[src/rtl/upt_pkg.sv]
package upt_pkg;

    localparam int ADDR_W  = 8;
    localparam int DATA_W  = 32;
    localparam int PTV_W   = 3;
    localparam int FLAG_W  = 3;
    localparam int NUM_POST = 5;
    localparam int POST_STAGES = 2;

    localparam logic [ADDR_W-1:0] OFF_ID     = 8'h00;
    localparam logic [ADDR_W-1:0] OFF_FLAGS  = 8'h18;
    localparam logic [ADDR_W-1:0] OFF_IEN    = 8'h1C;
    localparam logic [ADDR_W-1:0] OFF_WEN    = 8'h20;
    localparam logic [ADDR_W-1:0] OFF_CTRL   = 8'h24;
    localparam logic [ADDR_W-1:0] OFF_COUNT  = 8'h28;
    localparam logic [ADDR_W-1:0] OFF_RELOAD = 8'h2C;
    localparam logic [ADDR_W-1:0] OFF_TRIG   = 8'h30;
    localparam logic [ADDR_W-1:0] OFF_PEND   = 8'h34;
    localparam logic [ADDR_W-1:0] OFF_CMP    = 8'h38;

    // Index of each posted register in the pending bitmap.
    typedef enum int {
        PW_CTRL   = 0,
        PW_COUNT  = 1,
        PW_RELOAD = 2,
        PW_TRIG   = 3,
        PW_CMP    = 4
    } post_idx_e;

    // Index of each event flag.
    typedef enum int {
        FL_MATCH = 0,
        FL_OVF   = 1,
        FL_CAP   = 2
    } flag_idx_e;

    // Control word; the packed order matches the bus bit positions 6..0.
    typedef struct packed {
        logic             cmp_en;
        logic             pre_en;
        logic [PTV_W-1:0] ptv;
        logic             auto_rl;
        logic             run;
    } ctrl_t;

    localparam int CTRL_W = $bits(ctrl_t);

    function automatic logic [ADDR_W-1:0] post_off(input int idx);
        case (idx)
            PW_CTRL:   return OFF_CTRL;
            PW_COUNT:  return OFF_COUNT;
            PW_RELOAD: return OFF_RELOAD;
            PW_TRIG:   return OFF_TRIG;
            default:   return OFF_CMP;
        endcase
    endfunction

endpackage

[src/rtl/upt_post_slot.sv]
module upt_post_slot #(
    parameter int W      = 32,
    parameter int STAGES = 2
) (
    input  logic         clk,
    input  logic         rst,
    input  logic         wr_en,
    input  logic [W-1:0] wr_data,
    output logic         commit,
    output logic [W-1:0] commit_data,
    output logic         busy
);
    logic [STAGES-1:0] vld;
    logic [W-1:0]      dat [STAGES];

    always_ff @(posedge clk) begin
        if (rst) begin
            vld    <= '0;
            dat[0] <= '0;
        end else begin
            vld    <= {vld[STAGES-2:0], wr_en};
            dat[0] <= wr_data;
        end
    end

    for (genvar s = 1; s < STAGES; s++) begin : g_stage
        always_ff @(posedge clk) begin
            if (rst) dat[s] <= '0;
            else     dat[s] <= dat[s-1];
        end
    end

    assign commit      = vld[STAGES-1];
    assign commit_data = dat[STAGES-1];
    assign busy        = |vld;
endmodule

[src/rtl/upt_prescale.sv]
module upt_prescale #(
    parameter int PTV_W = 3
) (
    input  logic             clk,
    input  logic             rst,
    input  logic             run,
    input  logic             pre_en,
    input  logic [PTV_W-1:0] ptv,
    output logic             tick
);
    localparam int PCNT_W = 1 << PTV_W;

    logic [PCNT_W-1:0] pcnt;
    logic [PCNT_W-1:0] last;
    logic              wrap;

    // Terminal count 2^(ptv+1)-1 as a right-shifted all-ones word.
    assign last = {PCNT_W{1'b1}} >> (PCNT_W - 1 - int'(ptv));
    assign wrap = (pcnt == last);
    assign tick = run && (!pre_en || wrap);

    always_ff @(posedge clk) begin
        if (rst || !run || !pre_en) pcnt <= '0;
        else if (wrap)              pcnt <= '0;
        else                        pcnt <= pcnt + 1'b1;
    end
endmodule

[src/rtl/upt_count.sv]
module upt_count #(
    parameter int W = 32
) (
    input  logic         clk,
    input  logic         rst,
    input  logic         tick,
    input  logic         set_en,
    input  logic [W-1:0] set_val,
    input  logic         trig_ld,
    input  logic [W-1:0] reload,
    input  logic         auto_rl,
    input  logic         cmp_en,
    input  logic [W-1:0] cmp_val,
    output logic [W-1:0] cnt,
    output logic         ovf_ev,
    output logic         match_ev
);
    logic         step;
    logic         at_top;
    logic [W-1:0] next_val;

    assign step     = tick && !set_en && !trig_ld;
    assign at_top   = &cnt;
    assign next_val = at_top ? (auto_rl ? reload : '0) : cnt + 1'b1;
    assign ovf_ev   = step && at_top;
    assign match_ev = step && cmp_en && (next_val == cmp_val);

    always_ff @(posedge clk) begin
        if (rst)          cnt <= '0;
        else if (set_en)  cnt <= set_val;
        else if (trig_ld) cnt <= reload;
        else if (step)    cnt <= next_val;
    end
endmodule

[src/rtl/upt_timer.sv]
module upt_timer
    import upt_pkg::*;
#(
    parameter logic [7:0] REV = 8'h21
) (
    input  logic              clk,
    input  logic              rst,
    input  logic              bus_sel,
    input  logic              bus_wr,
    input  logic [ADDR_W-1:0] bus_addr,
    input  logic [DATA_W-1:0] bus_wdata,
    output logic [DATA_W-1:0] bus_rdata,
    output logic              irq,
    output logic              wake
);
    logic                wr_hit;
    logic [NUM_POST-1:0] commit;
    logic [NUM_POST-1:0] pend;
    logic [DATA_W-1:0]   cdata [NUM_POST];

    ctrl_t               ctrl_q;
    logic [DATA_W-1:0]   reload_q;
    logic [DATA_W-1:0]   cmp_q;
    logic [DATA_W-1:0]   cnt_q;
    logic [FLAG_W-1:0]   flags_q;
    logic [FLAG_W-1:0]   ien_q;
    logic [FLAG_W-1:0]   wen_q;
    logic [FLAG_W-1:0]   ev;
    logic [FLAG_W-1:0]   clr;
    logic                tick;
    logic                ovf_ev;
    logic                match_ev;

    assign wr_hit = bus_sel && bus_wr;

    for (genvar g = 0; g < NUM_POST; g++) begin : g_post
        upt_post_slot #(.W(DATA_W), .STAGES(POST_STAGES)) u_slot (
            .clk         (clk),
            .rst         (rst),
            .wr_en       (wr_hit && (bus_addr == post_off(g))),
            .wr_data     (bus_wdata),
            .commit      (commit[g]),
            .commit_data (cdata[g]),
            .busy        (pend[g])
        );
    end

    upt_prescale #(.PTV_W(PTV_W)) u_pre (
        .clk    (clk),
        .rst    (rst),
        .run    (ctrl_q.run),
        .pre_en (ctrl_q.pre_en),
        .ptv    (ctrl_q.ptv),
        .tick   (tick)
    );

    upt_count #(.W(DATA_W)) u_cnt (
        .clk      (clk),
        .rst      (rst),
        .tick     (tick),
        .set_en   (commit[PW_COUNT]),
        .set_val  (cdata[PW_COUNT]),
        .trig_ld  (commit[PW_TRIG]),
        .reload   (reload_q),
        .auto_rl  (ctrl_q.auto_rl),
        .cmp_en   (ctrl_q.cmp_en),
        .cmp_val  (cmp_q),
        .cnt      (cnt_q),
        .ovf_ev   (ovf_ev),
        .match_ev (match_ev)
    );

    // Posted registers held outside the counter.
    always_ff @(posedge clk) begin
        if (rst) begin
            ctrl_q   <= '0;
            reload_q <= '0;
            cmp_q    <= '0;
        end else begin
            if (commit[PW_CTRL])
                ctrl_q <= ctrl_t'(cdata[PW_CTRL][CTRL_W-1:0]);
            else if (ovf_ev && !ctrl_q.auto_rl)
                ctrl_q.run <= 1'b0;
            if (commit[PW_RELOAD]) reload_q <= cdata[PW_RELOAD];
            if (commit[PW_CMP])    cmp_q    <= cdata[PW_CMP];
        end
    end

    // Event flags; a new event wins over a clear in the same cycle.
    always_comb begin
        ev           = '0;
        ev[FL_MATCH] = match_ev;
        ev[FL_OVF]   = ovf_ev;
        clr = (wr_hit && bus_addr == OFF_FLAGS) ? bus_wdata[FLAG_W-1:0] : '0;
    end

    always_ff @(posedge clk) begin
        if (rst) begin
            flags_q <= '0;
            ien_q   <= '0;
            wen_q   <= '0;
        end else begin
            flags_q <= (flags_q & ~clr) | ev;
            if (wr_hit && bus_addr == OFF_IEN) ien_q <= bus_wdata[FLAG_W-1:0];
            if (wr_hit && bus_addr == OFF_WEN) wen_q <= bus_wdata[FLAG_W-1:0];
        end
    end

    assign irq  = |(flags_q & ien_q);
    assign wake = |(flags_q & wen_q);

    always_comb begin
        bus_rdata = '0;
        case (bus_addr)
            OFF_ID:     bus_rdata[7:0]          = REV;
            OFF_FLAGS:  bus_rdata[FLAG_W-1:0]   = flags_q;
            OFF_IEN:    bus_rdata[FLAG_W-1:0]   = ien_q;
            OFF_WEN:    bus_rdata[FLAG_W-1:0]   = wen_q;
            OFF_CTRL:   bus_rdata[CTRL_W-1:0]   = ctrl_q;
            OFF_COUNT:  bus_rdata               = cnt_q;
            OFF_RELOAD: bus_rdata               = reload_q;
            OFF_PEND:   bus_rdata[NUM_POST-1:0] = pend;
            OFF_CMP:    bus_rdata               = cmp_q;
            default:    bus_rdata               = '0;
        endcase
    end
endmodule

[config.mk]
export PLATFORM = sky130hd
export DESIGN_NAME = upt_timer
export DESIGN_NICKNAME = d
export VERILOG_FILES = /design/src/rtl/upt_pkg.sv /design/src/rtl/upt_post_slot.sv /design/src/rtl/upt_prescale.sv /design/src/rtl/upt_count.sv /design/src/rtl/upt_timer.sv
export SDC_FILE = /design/constraint.sdc
export NUM_CORES = 1
export LEC_CHECK = 0
export BUFFER_PORTS_ARGS = -buffer_cell sky130_fd_sc_hd__buf_2
export CELL_PAD_IN_SITES_DETAIL_PLACEMENT = 0
export CELL_PAD_IN_SITES_GLOBAL_PLACEMENT = 1
export CORE_ASPECT_RATIO = 0.75
export CORE_MARGIN = 2
export CORE_UTILIZATION = 40
export CTS_CLUSTER_SIZE = 8
export DETAILED_ROUTE_END_ITERATION = 12
export PLACE_DENSITY_LB_ADDON = 0.08
export SYNTH_ARGS = -nofsm -noshare
export SYNTH_HDL_FRONTEND = slang
export SYNTH_SLANG_ARGS = --single-unit
[constraint.sdc]
create_clock -name clk -period 4.6 [get_ports clk]
set_input_delay 0.92 -clock clk [delete_from_list [all_inputs] [get_ports clk]]
set_output_delay 0.92 -clock clk [all_outputs]
set_load 0.1 [all_outputs]
==> flow_metrics.py <==
metrics = {
    "timing": {
        "final.period_utilization": 0.841,
        "max_freq_mhz": 258,
        "maxSlewViolCount": 0,
        "skew_ns": 0.0123,
        "final_hold_viol_count": 0,
        "worst_pin_slew_ns": 0.951,
        "max-slew-margin-rel": 0.360,
        "fin_setup_tns_ns": 0,
        "rsz0062_at_grt": "no",
        "setup_violations": 0,
        "fin_crit_ns": 3.87,
    },
    "finish": {
        "ff_latch_area_sq_um": 3890,
        "diodes": 0,
        "layout-area-overhead-vs-synth_pct": 14.5,
        "fin_nets": 1227,
        "layout-drive-gt1-share": 0.131,
        "nFillCells": 2448,
        "post-route-util": 0.463,
        "multiInputGateArea_sq_um": 5350,
    },
    "clocking": {
        "numClockSinks": 194,
        "clkLatencyLatePin_ns": 0.45,
        "postCtsSetupBuffers": 0,
        "cts_tree": "yes",
        "clock-root-buffer": "clkbuf_16",
        "numCtsBuffers": 17,
        "clk_pin_slew_ns": 0.07,
        "clockBufferDepth": 2,
        "cts_resized": 0,
        "holdBufCountCts": 0,
        "htree_levels": 4,
    },
    "grt": {
        "globalRouteMet1Util": 0.357,
        "met3_usage": 0.0385,
        "met2_usage": 0.352,
        "antenna_found_initial": 0,
        "grt_use_total": 0.237,
        "grt_max_degree": 68,
        "grt_pass1_vias": 7864,
        "grt_pass1_wl_mm": 46.4,
        "busiest_layer": "met1",
        "grt.overflow.total": 0,
    },
    "place": {
        "gp_congestion": 0.852,
        "hpwl_mm": 20.1,
        "port_buffers": 77,
    },
    "logic_synthesis": {
        "ys.flop_type": "dfxtp_1",
        "netlist_area_sq_um": 9640,
        "ys_seq_elements": 194,
        "syn_avg_cell_area_sq_um": 8.48,
        "ys.warnings.count": 0,
        "ys_seq_area_frac": 0.403,
        "syn_inst": 1137,
        "synth_nets": 1183,
        "synthArstFlopShare": 0,
        "synth.distinct_cells": 61,
        "synth_edf_count": 0,
    },
    "drt": {
        "first_pass_iters": 6,
        "drc": 0,
        "wl_per_cell_microns": 19.6,
        "first_iter_violations": 572,
        "via_count": 8277,
        "wirelength_mm": 29.4,
        "vias_per_cell": 5.52,
        "ant_nets": 0,
    },
    "floorplanning": {
        "die_y_microns": 138,
        "design.die.area_sq_um": 25400,
        "start_util": 0.404,
        "placementRows": 49,
        "io_pins": 78,
        "die_x_microns": 183,
        "core_sq_um": 23800,
    },
    "critical_path": {
        "worstSetupEndpointType": "primary output",
        "cp_common_cell": "buf_2",
        "crit_family": "simple AND/OR/NAND/NOR gates",
        "slowest_stage": "or3_1",
        "cp_slowest_stage_delay_ns": 0.68,
        "crit_buf_inv": 3,
        "worst_ep_arrival_time_ns": 2.95,
        "crit_fanout": 20,
        "critPathLaunchType": "primary input",
        "path_class": "primary input to primary output",
        "path_cells": "buf_2 > nor2_1 > nand2_1 > or3_1 > buf_12 > o21ai_1 > buf_2",
        "cp.required_ns": 3.68,
    },
    "power": {
        "max-vdd-ir-drop_mv": 0.264,
        "pwr_density_cell_nw_per_um2": 307,
        "leakage_nw": 4.08,
    },
    "min_path": {
        "min_path_type": "flip-flop to flip-flop",
    },
    "job": {
        "maxCapViolCount": 0,
    },
    "status": {
        "status": "complete, no violations",
    },
}
==> power breakdown <==
part / internal (mW) / switching, mW / total, mW
registers: 1.70 / 0.0137 / 1.72
clock network: 0.880 / 0.692 / 1.57
logic: 0.0379 / 0.0563 / 0.0941
==> synthesized netlist by cell type, drive strengths merged, types with 4 or more instances <==
master | n | area (sq um)
mux2 | 4 | 45.0
nand4 | 24 | 165
nand2 | 103 | 387
nand2b | 5 | 31.3
buf | 24 | 111
and3 | 9 | 56.3
o2111ai | 8 | 76.3
dfxtp | 194 | 3880
xor2 | 24 | 210
a2bb2oi | 5 | 43.8
a21oi | 41 | 205
o211ai | 11 | 82.6
inv | 24 | 90.1
clkbuf | 57 | 214
a21boi | 4 | 30.0
nor4b | 4 | 41.3
nor3 | 24 | 130
a41oi | 4 | 35.0
o21ai | 67 | 335
nor2b | 70 | 438
a221oi | 9 | 78.8
nand3 | 30 | 150
nor2 | 150 | 563
nor4 | 17 | 121
and2 | 6 | 38.8
xnor2 | 27 | 236
mux2i | 129 | 1290
and4 | 11 | 96.3
a22oi | 10 | 75.1
a221o | 4 | 40.0
==> layer usage <==
layer | wire length, microns | up-vias | share of wire
met1 | 15000 | 3989 | 0.51
met5 | 0 | - | 0
met4 | 382 | 0 | 0.013
met3 | 1310 | 21 | 0.045
met2 | 12700 | 194 | 0.43
li1 | - | 4073 | -
==> state kept, by name (all words and copies together) (netlist names) <==
signal,count
flags_q,3
g_post.u_slot.vld,10
reload_q,32
u_pre.pcnt,8
ien_q,3
ctrl_q,7
g_post.u_slot.dat,64
cmp_q,32
u_cnt.cnt,32
wen_q,3
==> per-stage QoR <==
stage / cell area [sq um] / power [mW] / worst slack, ns / std cells / hold slack (ns)
after floorplan: 9640 / 1.81 / 0.0407 / 1137 / 0.414
after global placement: 10400 / 1.85 / 0.765 / 1468 / 0.416
after detailed placement: 10400 / 1.85 / 0.731 / 1468 / 0.420
after CTS: 11000 / 3.43 / 0.724 / 1500 / 0.438
after global routing: 11000 / 3.50 / 0.558 / 1500 / 0.448
final: 11000 / 3.38 / 0.730 / 1500 / 0.434
==> cells in the final DEF (no fill, tap or decap), types with 10 or more instances in the layout <==
cell,instances
dfxtp_1,192
nor2_1,150
mux2i_1,129
nand2_1,103
buf_2,71
nor2b_1,70
o21ai_0,41
a21oi_1,41
nand3_1,30
xnor2_1,27
buf_4,27
o21ai_1,26
inv_1,24
xor2_1,24
nand4_1,23
nor3_1,21
clkbuf_16,17
nor4_1,16
o211ai_1,11
and4_1,11
a22oi_1,10
==> path summary, 6_finish.rpt <==
| check | from | to | slack, ns | cells after the start |
|---|---|---|---|---|
| setup / recovery | bus_addr[7] | bus_rdata[9] | 0.73 | 7 |
| hold reg to reg | g_post[2].u_slot.dat[0][18] | g_post[1].u_slot.dat[1][18] | 0.43 | 1 |
| setup reg to reg | u_cnt.cnt[1] | flags_q[0] | 1.14 | 10 |
| hold / removal | g_post[2].u_slot.dat[0][18] | g_post[1].u_slot.dat[1][18] | 0.43 | 1 |
==> logic make-up after synthesis <==
group	after synthesis	synth area share
buffers and inverters	105	0.0431
muxes	133	0.139
xor gates and xnor gates	51	0.0463
AOI/OAI and AO/OA	190	0.129
and+or+nand+nor	462	0.237
DFF	194	0.403
adders and majority gates	2	0.00260
==> cell type report <==
type / count / share of cell area
repair buffers: 106 / 0.0643
multi-input cells: 838 / 0.485
clock buffers: 19 / 0.0401
flip-flops and latches: 194 / 0.352
inverters: 24 / 0.00817
well taps: 306 / 0.0347
clock inverters: 13 / 0.0155
No activity file was read; power rests on OpenSTA's default activity.
